## config.mk

```make
export PLATFORM = sky130hd
export DESIGN_NAME = bmc_msg_tx
export DESIGN_NICKNAME = d
export VERILOG_FILES = /design/src/rtl/bmc_tx_pkg.sv /design/src/rtl/tx_halfbit_timer.sv /design/src/rtl/tx_obj_buffer.sv /design/src/rtl/tx_crc32.sv /design/src/rtl/bmc_msg_tx.sv
export SDC_FILE = /design/constraint.sdc
export NUM_CORES = 1
export LEC_CHECK = 0
export BUFFER_PORTS_ARGS = -buffer_cell sky130_fd_sc_hd__buf_2
export CORE_ASPECT_RATIO = 1.4
export CORE_MARGIN = 2
export CORE_UTILIZATION = 55
export CTS_CLUSTER_DIAMETER = 30
export DETAILED_ROUTE_END_ITERATION = 12
export PLACE_DENSITY = 0.72
export SLEW_MARGIN = 20
export SYNTH_ARGS = -nofsm -noshare
export SYNTH_HDL_FRONTEND = slang
export SYNTH_HIERARCHICAL = 1
export SYNTH_SLANG_ARGS = --single-unit
```

## constraint.sdc

```tcl
create_clock -name clk -period 5.1 [get_ports clk]
set_clock_uncertainty 0.1 [all_clocks]
set_input_delay 0.765 -clock clk [delete_from_list [all_inputs] [get_ports clk]]
set_output_delay 0.765 -clock clk [all_outputs]
set_load 0.005 [all_outputs]
```

## src/rtl/bmc_tx_pkg.sv

```systemverilog
// Shared types and field widths for the biphase mark message transmitter.
// Assumes fixed header, object and checksum widths; counts are parameters of the top.
package bmc_tx_pkg;
    localparam int HDR_BITS = 16;
    localparam int OBJ_BITS = 32;
    localparam int CRC_BITS = 32;

    typedef enum logic [2:0] {
        PH_IDLE,
        PH_PRE,
        PH_HDR,
        PH_OBJ,
        PH_CRC,
        PH_TAIL
    } phase_t;
endpackage

```

## src/rtl/tx_halfbit_timer.sv

```systemverilog
// Half-bit timer: while run is high, emits a one-cycle tick every HALF_CYC clocks.
// Assumes HALF_CYC >= 2. The count restarts from zero each time run rises.
module tx_halfbit_timer #(
    parameter int HALF_CYC = 333
) (
    input  logic clk,
    input  logic rst_n,
    input  logic run,
    output logic tick
);
    localparam int CW = $clog2(HALF_CYC + 1);
    localparam logic [CW-1:0] LAST = CW'(HALF_CYC - 1);

    logic [CW-1:0] cnt_q;

    // Count system clocks within the current half-bit slot.
    always_ff @(posedge clk) begin
        if (!rst_n)              cnt_q <= '0;
        else if (!run)           cnt_q <= '0;
        else if (cnt_q == LAST)  cnt_q <= '0;
        else                     cnt_q <= cnt_q + 1'b1;
    end

    assign tick = run && (cnt_q == LAST);
endmodule

```

## src/rtl/tx_obj_buffer.sv

```systemverilog
// Object store: keeps up to MAX_OBJ words in write order and reports how many are held.
// Assumes the caller blocks writes while sending. clr empties the count, not the words.
module tx_obj_buffer #(
    parameter int MAX_OBJ = 7,
    parameter int WIDTH   = 32
) (
    input  logic                               clk,
    input  logic                               rst_n,
    input  logic                               wr_en,
    input  logic [WIDTH-1:0]                   wr_data,
    input  logic                               clr,
    input  logic [$clog2(MAX_OBJ+1)-1:0]       rd_idx,
    output logic [WIDTH-1:0]                   rd_data,
    output logic [$clog2(MAX_OBJ+1)-1:0]       count
);
    localparam int IW = $clog2(MAX_OBJ + 1);
    localparam logic [IW-1:0] FULL = IW'(MAX_OBJ);

    logic [WIDTH-1:0] mem_q [MAX_OBJ];
    logic [IW-1:0]    cnt_q;
    logic             do_wr;

    assign do_wr = wr_en && !clr && (cnt_q < FULL);

    // Track the number of stored words; saturate at the store size.
    always_ff @(posedge clk) begin
        if (!rst_n)     cnt_q <= '0;
        else if (clr)   cnt_q <= '0;
        else if (do_wr) cnt_q <= cnt_q + 1'b1;
    end

    // Write the incoming word into the next free entry.
    always_ff @(posedge clk) begin
        if (do_wr) mem_q[cnt_q[IW-1:0]] <= wr_data;
    end

    assign rd_data = (rd_idx < FULL) ? mem_q[rd_idx] : '0;
    assign count   = cnt_q;
endmodule

```

## src/rtl/tx_crc32.sv

```systemverilog
// Serial CRC-32, one bit per enable, LSB-first (reflected) form of POLY.
// Assumes init and en are never high together; crc_o is the inverted register.
module tx_crc32 #(
    parameter logic [31:0] POLY = 32'h04C11DB7
) (
    input  logic        clk,
    input  logic        rst_n,
    input  logic        init,
    input  logic        en,
    input  logic        din,
    output logic [31:0] crc_o
);
    function automatic logic [31:0] mirror32(input logic [31:0] v);
        logic [31:0] r;
        for (int i = 0; i < 32; i++) r[i] = v[31-i];
        return r;
    endfunction

    localparam logic [31:0] RPOLY = mirror32(POLY);

    logic [31:0] reg_q;
    logic        fb;

    assign fb = reg_q[0] ^ din;

    // Preset on init, shift one message bit in on each enable.
    always_ff @(posedge clk) begin
        if (!rst_n || init) reg_q <= '1;
        else if (en)        reg_q <= (reg_q >> 1) ^ (fb ? RPOLY : 32'h0);
    end

    assign crc_o = ~reg_q;
endmodule

```

## src/rtl/bmc_msg_tx.sv

```systemverilog
// Biphase mark message transmitter: sends preamble, header, stored objects and CRC-32,
// LSB first, then a tail bit that leaves the line low before releasing it.
// Assumes HALF_BIT_CYC >= 2 and a 3-bit object count field at CNT_LSB of the header.
module bmc_msg_tx
    import bmc_tx_pkg::*;
#(
    parameter int HALF_BIT_CYC = 333,
    parameter int PRE_BITS     = 64,
    parameter int MAX_OBJ      = 7,
    parameter int CNT_LSB      = 12
) (
    input  logic        clk,
    input  logic        rst_n,
    input  logic        obj_wr,
    input  logic [31:0] obj_data,
    input  logic        start,
    input  logic [15:0] header,
    output logic        line_o,
    output logic        line_oe,
    output logic        busy,
    output logic        done,
    output logic        start_err
);
    localparam int NW  = $clog2(MAX_OBJ + 1);
    localparam int BCW = $clog2((PRE_BITS > OBJ_BITS) ? PRE_BITS : OBJ_BITS);
    localparam logic [BCW-1:0] PRE_LAST = BCW'(PRE_BITS - 1);
    localparam logic [BCW-1:0] HDR_LAST = BCW'(HDR_BITS - 1);
    localparam logic [BCW-1:0] OBJ_LAST = BCW'(OBJ_BITS - 1);
    localparam logic [BCW-1:0] CRC_LAST = BCW'(CRC_BITS - 1);

    phase_t            phase_q;
    logic [BCW-1:0]    bcnt_q;
    logic              half_q;
    logic              lvl_q;
    logic [15:0]       hdr_q;
    logic [NW-1:0]     nobj_q;
    logic [NW-1:0]     oidx_q;
    logic              done_q;
    logic              err_q;

    logic              running;
    logic              tick;
    logic              accept;
    logic              count_ok;
    logic              cur_bit;
    logic              bit_end;
    logic              crc_en;
    logic [NW-1:0]     stored;
    logic [31:0]       obj_word;
    logic [31:0]       crc_val;

    assign running  = (phase_q != PH_IDLE);
    assign count_ok = (header[CNT_LSB +: NW] == stored);
    assign accept   = start && !running && count_ok;
    assign bit_end  = tick && half_q && (phase_q != PH_TAIL);
    assign crc_en   = bit_end && ((phase_q == PH_HDR) || (phase_q == PH_OBJ));

    tx_halfbit_timer #(.HALF_CYC(HALF_BIT_CYC)) u_timer (
        .clk   (clk),
        .rst_n (rst_n),
        .run   (running),
        .tick  (tick)
    );

    tx_obj_buffer #(.MAX_OBJ(MAX_OBJ), .WIDTH(OBJ_BITS)) u_store (
        .clk     (clk),
        .rst_n   (rst_n),
        .wr_en   (obj_wr && !running),
        .wr_data (obj_data),
        .clr     (accept),
        .rd_idx  (oidx_q),
        .rd_data (obj_word),
        .count   (stored)
    );

    tx_crc32 #(.POLY(32'h04C11DB7)) u_crc (
        .clk   (clk),
        .rst_n (rst_n),
        .init  (accept),
        .en    (crc_en),
        .din   (cur_bit),
        .crc_o (crc_val)
    );

    // Select the data bit for the current bit period from the active field.
    always_comb begin
        unique case (phase_q)
            PH_PRE:  cur_bit = bcnt_q[0];
            PH_HDR:  cur_bit = hdr_q[bcnt_q[3:0]];
            PH_OBJ:  cur_bit = obj_word[bcnt_q[4:0]];
            PH_CRC:  cur_bit = crc_val[bcnt_q[4:0]];
            default: cur_bit = 1'b0;
        endcase
    end

    // Frame sequencer and line level: boundary toggles, mid-bit toggles, tail and release.
    always_ff @(posedge clk) begin
        if (!rst_n) begin
            phase_q <= PH_IDLE;
            bcnt_q  <= '0;
            half_q  <= 1'b0;
            lvl_q   <= 1'b0;
            hdr_q   <= '0;
            nobj_q  <= '0;
            oidx_q  <= '0;
        end else if (accept) begin
            phase_q <= PH_PRE;
            bcnt_q  <= '0;
            half_q  <= 1'b0;
            lvl_q   <= 1'b1;
            hdr_q   <= header;
            nobj_q  <= header[CNT_LSB +: NW];
            oidx_q  <= '0;
        end else if (tick) begin
            if (!half_q) begin
                half_q <= 1'b1;
                if (phase_q == PH_TAIL) lvl_q <= 1'b0;
                else if (cur_bit)       lvl_q <= ~lvl_q;
            end else begin
                half_q <= 1'b0;
                lvl_q  <= ~lvl_q;
                unique case (phase_q)
                    PH_PRE: begin
                        if (bcnt_q == PRE_LAST) begin
                            phase_q <= PH_HDR;
                            bcnt_q  <= '0;
                        end else begin
                            bcnt_q <= bcnt_q + 1'b1;
                        end
                    end
                    PH_HDR: begin
                        if (bcnt_q == HDR_LAST) begin
                            phase_q <= (nobj_q == '0) ? PH_CRC : PH_OBJ;
                            bcnt_q  <= '0;
                            oidx_q  <= '0;
                        end else begin
                            bcnt_q <= bcnt_q + 1'b1;
                        end
                    end
                    PH_OBJ: begin
                        if (bcnt_q == OBJ_LAST) begin
                            bcnt_q <= '0;
                            if ((oidx_q + NW'(1)) == nobj_q) phase_q <= PH_CRC;
                            else                             oidx_q  <= oidx_q + NW'(1);
                        end else begin
                            bcnt_q <= bcnt_q + 1'b1;
                        end
                    end
                    PH_CRC: begin
                        if (bcnt_q == CRC_LAST) begin
                            phase_q <= PH_TAIL;
                            bcnt_q  <= '0;
                        end else begin
                            bcnt_q <= bcnt_q + 1'b1;
                        end
                    end
                    PH_TAIL: begin
                        phase_q <= PH_IDLE;
                        lvl_q   <= 1'b0;
                    end
                    default: phase_q <= PH_IDLE;
                endcase
            end
        end
    end

    // One-cycle pulses for the end of a frame and for a refused start.
    always_ff @(posedge clk) begin
        if (!rst_n) begin
            done_q <= 1'b0;
            err_q  <= 1'b0;
        end else begin
            done_q <= tick && half_q && (phase_q == PH_TAIL);
            err_q  <= start && !accept;
        end
    end

    assign line_o    = lvl_q;
    assign line_oe   = running;
    assign busy      = running;
    assign done      = done_q;
    assign start_err = err_q;
endmodule

```

==> results.txt <==
Status = complete, no violations
Core area = 23800 sq um
Pre-CTS setup slack = 1.28 ns
Port Buffers = 56
DIE AREA = 25300 sq um
Hold-fix buffers at CTS = 0
Post-CTS Setup Inserts = 0
Setup violators final = 0
Cell area power density = 391 nW/um^2
Slowest CP cell = dfxtp_4
Final TNS setup = 0 ns
Setup WS post-layout = 1.22 ns
Via count of the first global-routing pass = 7949
Vias post-DR = 7870
Worst-Margin Slew = 1.07 ns
YS warnings = 6
Maximum vdd drop = 0.316 mV
Critical-path cell list = buf_12 -> mux2i_1 -> a22o_1 -> a31oi_1 -> mux4_2 -> nor3b_1 -> o21ai_0 -> o211ai_1 -> nand3_2 -> or3_1 -> o211ai_1
Total wire length = 26.6 mm
Asr flop ratio synth = 0
Layout area overhead = 15.7%
Seq/Total Area, Yosys = 0.625
Non-filler cells, final = 1374
LEAKAGE = 5.42 nW
Post-route ant nets = 0
Final Util = 0.642
Share of layout cells above drive strength 1 = 0.182
Startpoint types = flop
CTS tree = yes
Starting Density = 0.555
Slew margin rel. = 0.283
Syn Area/Cell = 13.6 sq um
First-pass GRT wire length = 42.3 mm
EDFF count, synth = 224
Critical path's top delay family = simple AND/OR/NAND/NOR gates
Post-synthesis cell type count = 58
Std cell rows = 67
Fin crit share = 0.761
Routability cong. = 0.782
Wirelength per Cell = 19.4 microns
RSZ-0062 raised after global routing = false
Data required, critical path = 5.44 ns
Cts repair resizes = 0
CP most frequent cell = o211ai_1
Pin count of the biggest net entering global routing = 52
Final Slew Violations = 0
CP Class = flop to flop
Drt pass-1 iters = 5
H-tree Lvls = 2
Nets@finish = 1084
CTS clock-pin slew for the worst setup and hold paths = 0.06 ns
Routed vias/inst = 5.73
Total grt overflow = 0
Post-Synthesis Cells = 969
DIE WIDTH = 135 microns
Clk sink count = 300
Clk buf depth = 3
Die Ht = 187 microns
Critical Path Sink Type = flop
Crit path max fanout = 38
Seq cells post-synth = 300
Initial antenna violation count = 1
Residual DRC count = 0
CP arrival = 4.22 ns
Clock Latency Late Sink = 0.54 ns
Total GRT Usage = 0.216
Combined buffer and inverter count along the critical path = 1
TritonCTS Buffers = 44
Inst Count DP = 1289
Max incr delay on CP = 0.66 ns
Max_cap viols = 0
IO Pins = 57
HPWL Detailed = 15.9 mm
Cell area after synthesis = 13200 sq um
Fin. Hold Viols = 0
CTS root buf = clkbuf_16
Primary FF master, synth = edfxtp_1
First-iteration detailed-routing DRC count = 577
Fin crit period = 3.88 ns
Syn Nets = 1026
Max Clk Rate = 0.258 GHz
Worst Hold Class = flop to flop
==> Yosys cell counts (17+ instances only) <==
master | number | area [sq um]
a22o_1 | 32 | 280
nor2_1 | 32 | 120
a21boi_0 | 17 | 128
edfxtp_1 | 224 | 6730
a31oi_1 | 33 | 206
inv_1 | 41 | 154
mux2i_1 | 103 | 1030
buf_2 | 20 | 100
or2_1 | 27 | 169
a21oi_1 | 20 | 100
dfxtp_1 | 76 | 1520
nand2_1 | 97 | 364
o211ai_1 | 29 | 218
nand2b_1 | 20 | 125
clkbuf_1 | 26 | 97.6
==> worst paths after layout <==
| check | endpoint | slack [ns] | startpoint | depth (start not counted) |
|---|---|---|---|---|
| setup / recovery | line_o$_SDFFE_PN0P_ | 1.22 | oidx_q[1]$_SDFFE_PP0P_ | 11 |
| hold reg to reg | hdr_q[6]$_SDFFE_PN0P_ | 0.36 | hdr_q[6]$_SDFFE_PN0P_ | 2 |
| setup reg to reg | line_o$_SDFFE_PN0P_ | 1.22 | oidx_q[1]$_SDFFE_PP0P_ | 11 |
| hold / removal | hdr_q[6]$_SDFFE_PN0P_ | 0.36 | hdr_q[6]$_SDFFE_PN0P_ | 2 |
==> routing by layer <==
metal / part of all wire / vias to the layer above / GRT usage / wire length, microns
li1: - / 3743 / - / -
met1: 0.40 / 3868 / 0.258 / 10600
met2: 0.53 / 198 / 0.381 / 14000
met3: 0.040 / 61 / 0.0379 / 1070
met4: 0.035 / 0 / 0.0913 / 929
met5: 0 / - / 0 / 0
==> layout by cell type, fill, tap and decap left out, drive strengths merged, types with 31 or more instances in the layout <==
cell type,instances
o211ai,38
or2,31
buf,78
a22o,32
nand2,97
clkbuf,52
inv,50
dfxtp,76
nor2,32
a31oi,33
mux2i,103
edfxtp,224
==> power breakdown <==
| group | total, mW | switching, mW | internal [mW] |
|---|---|---|---|
| Clock | 3.05 | 1.09 | 1.96 |
| Combinational | 0.215 | 0.131 | 0.0838 |
| Sequential | 2.71 | 0.0202 | 2.69 |
| Total | 5.97 | 1.24 | 4.73 |
==> stage by stage <==
step	total power [mW]	instance area [sq um]	hold WS [ns]
floorplan	2.88	13200	0.340
global placement	2.97	13700	0.348
detailed placement	2.97	13700	0.358
CTS	6.03	15200	0.354
global route	6.16	15300	0.367
finish	5.97	15300	0.361
==> area by class of cell <==
class | instances | area [sq um]
clock inverter | 30 | 354
multi-input combinational | 561 | 4460
clock buffer | 52 | 1160
fill | 1764 | 8530
inverter | 42 | 158
tap | 310 | 388
sequential | 300 | 8250
antenna | 1 | 2.50
timing repair buffer | 78 | 495
==> sequential cells by signal, summed over array words and instances (netlist names), 3 cells and up <==
signal	cells
u_store/count	3
hdr_q	16
phase_q	3
u_store/mem_q	224
bcnt_q	6
u_timer/cnt_q	9
oidx_q	3
u_crc/reg_q	32
==> kinds of logic after synthesis <==
family | synth area share
mux | 0.113
simple gates | 0.0907
flops | 0.625
compound gates | 0.0929
buf+inv | 0.0415
xor+xnor | 0.0321
fa+ha+maj | 0.00474
==> worst min-delay path: stages (launching register included) <==
cell and delay (ns):
dfxtp_1 0.30, nand2_1 0.05, a21boi_0 0.06
Power figures use the tool's default switching activity.
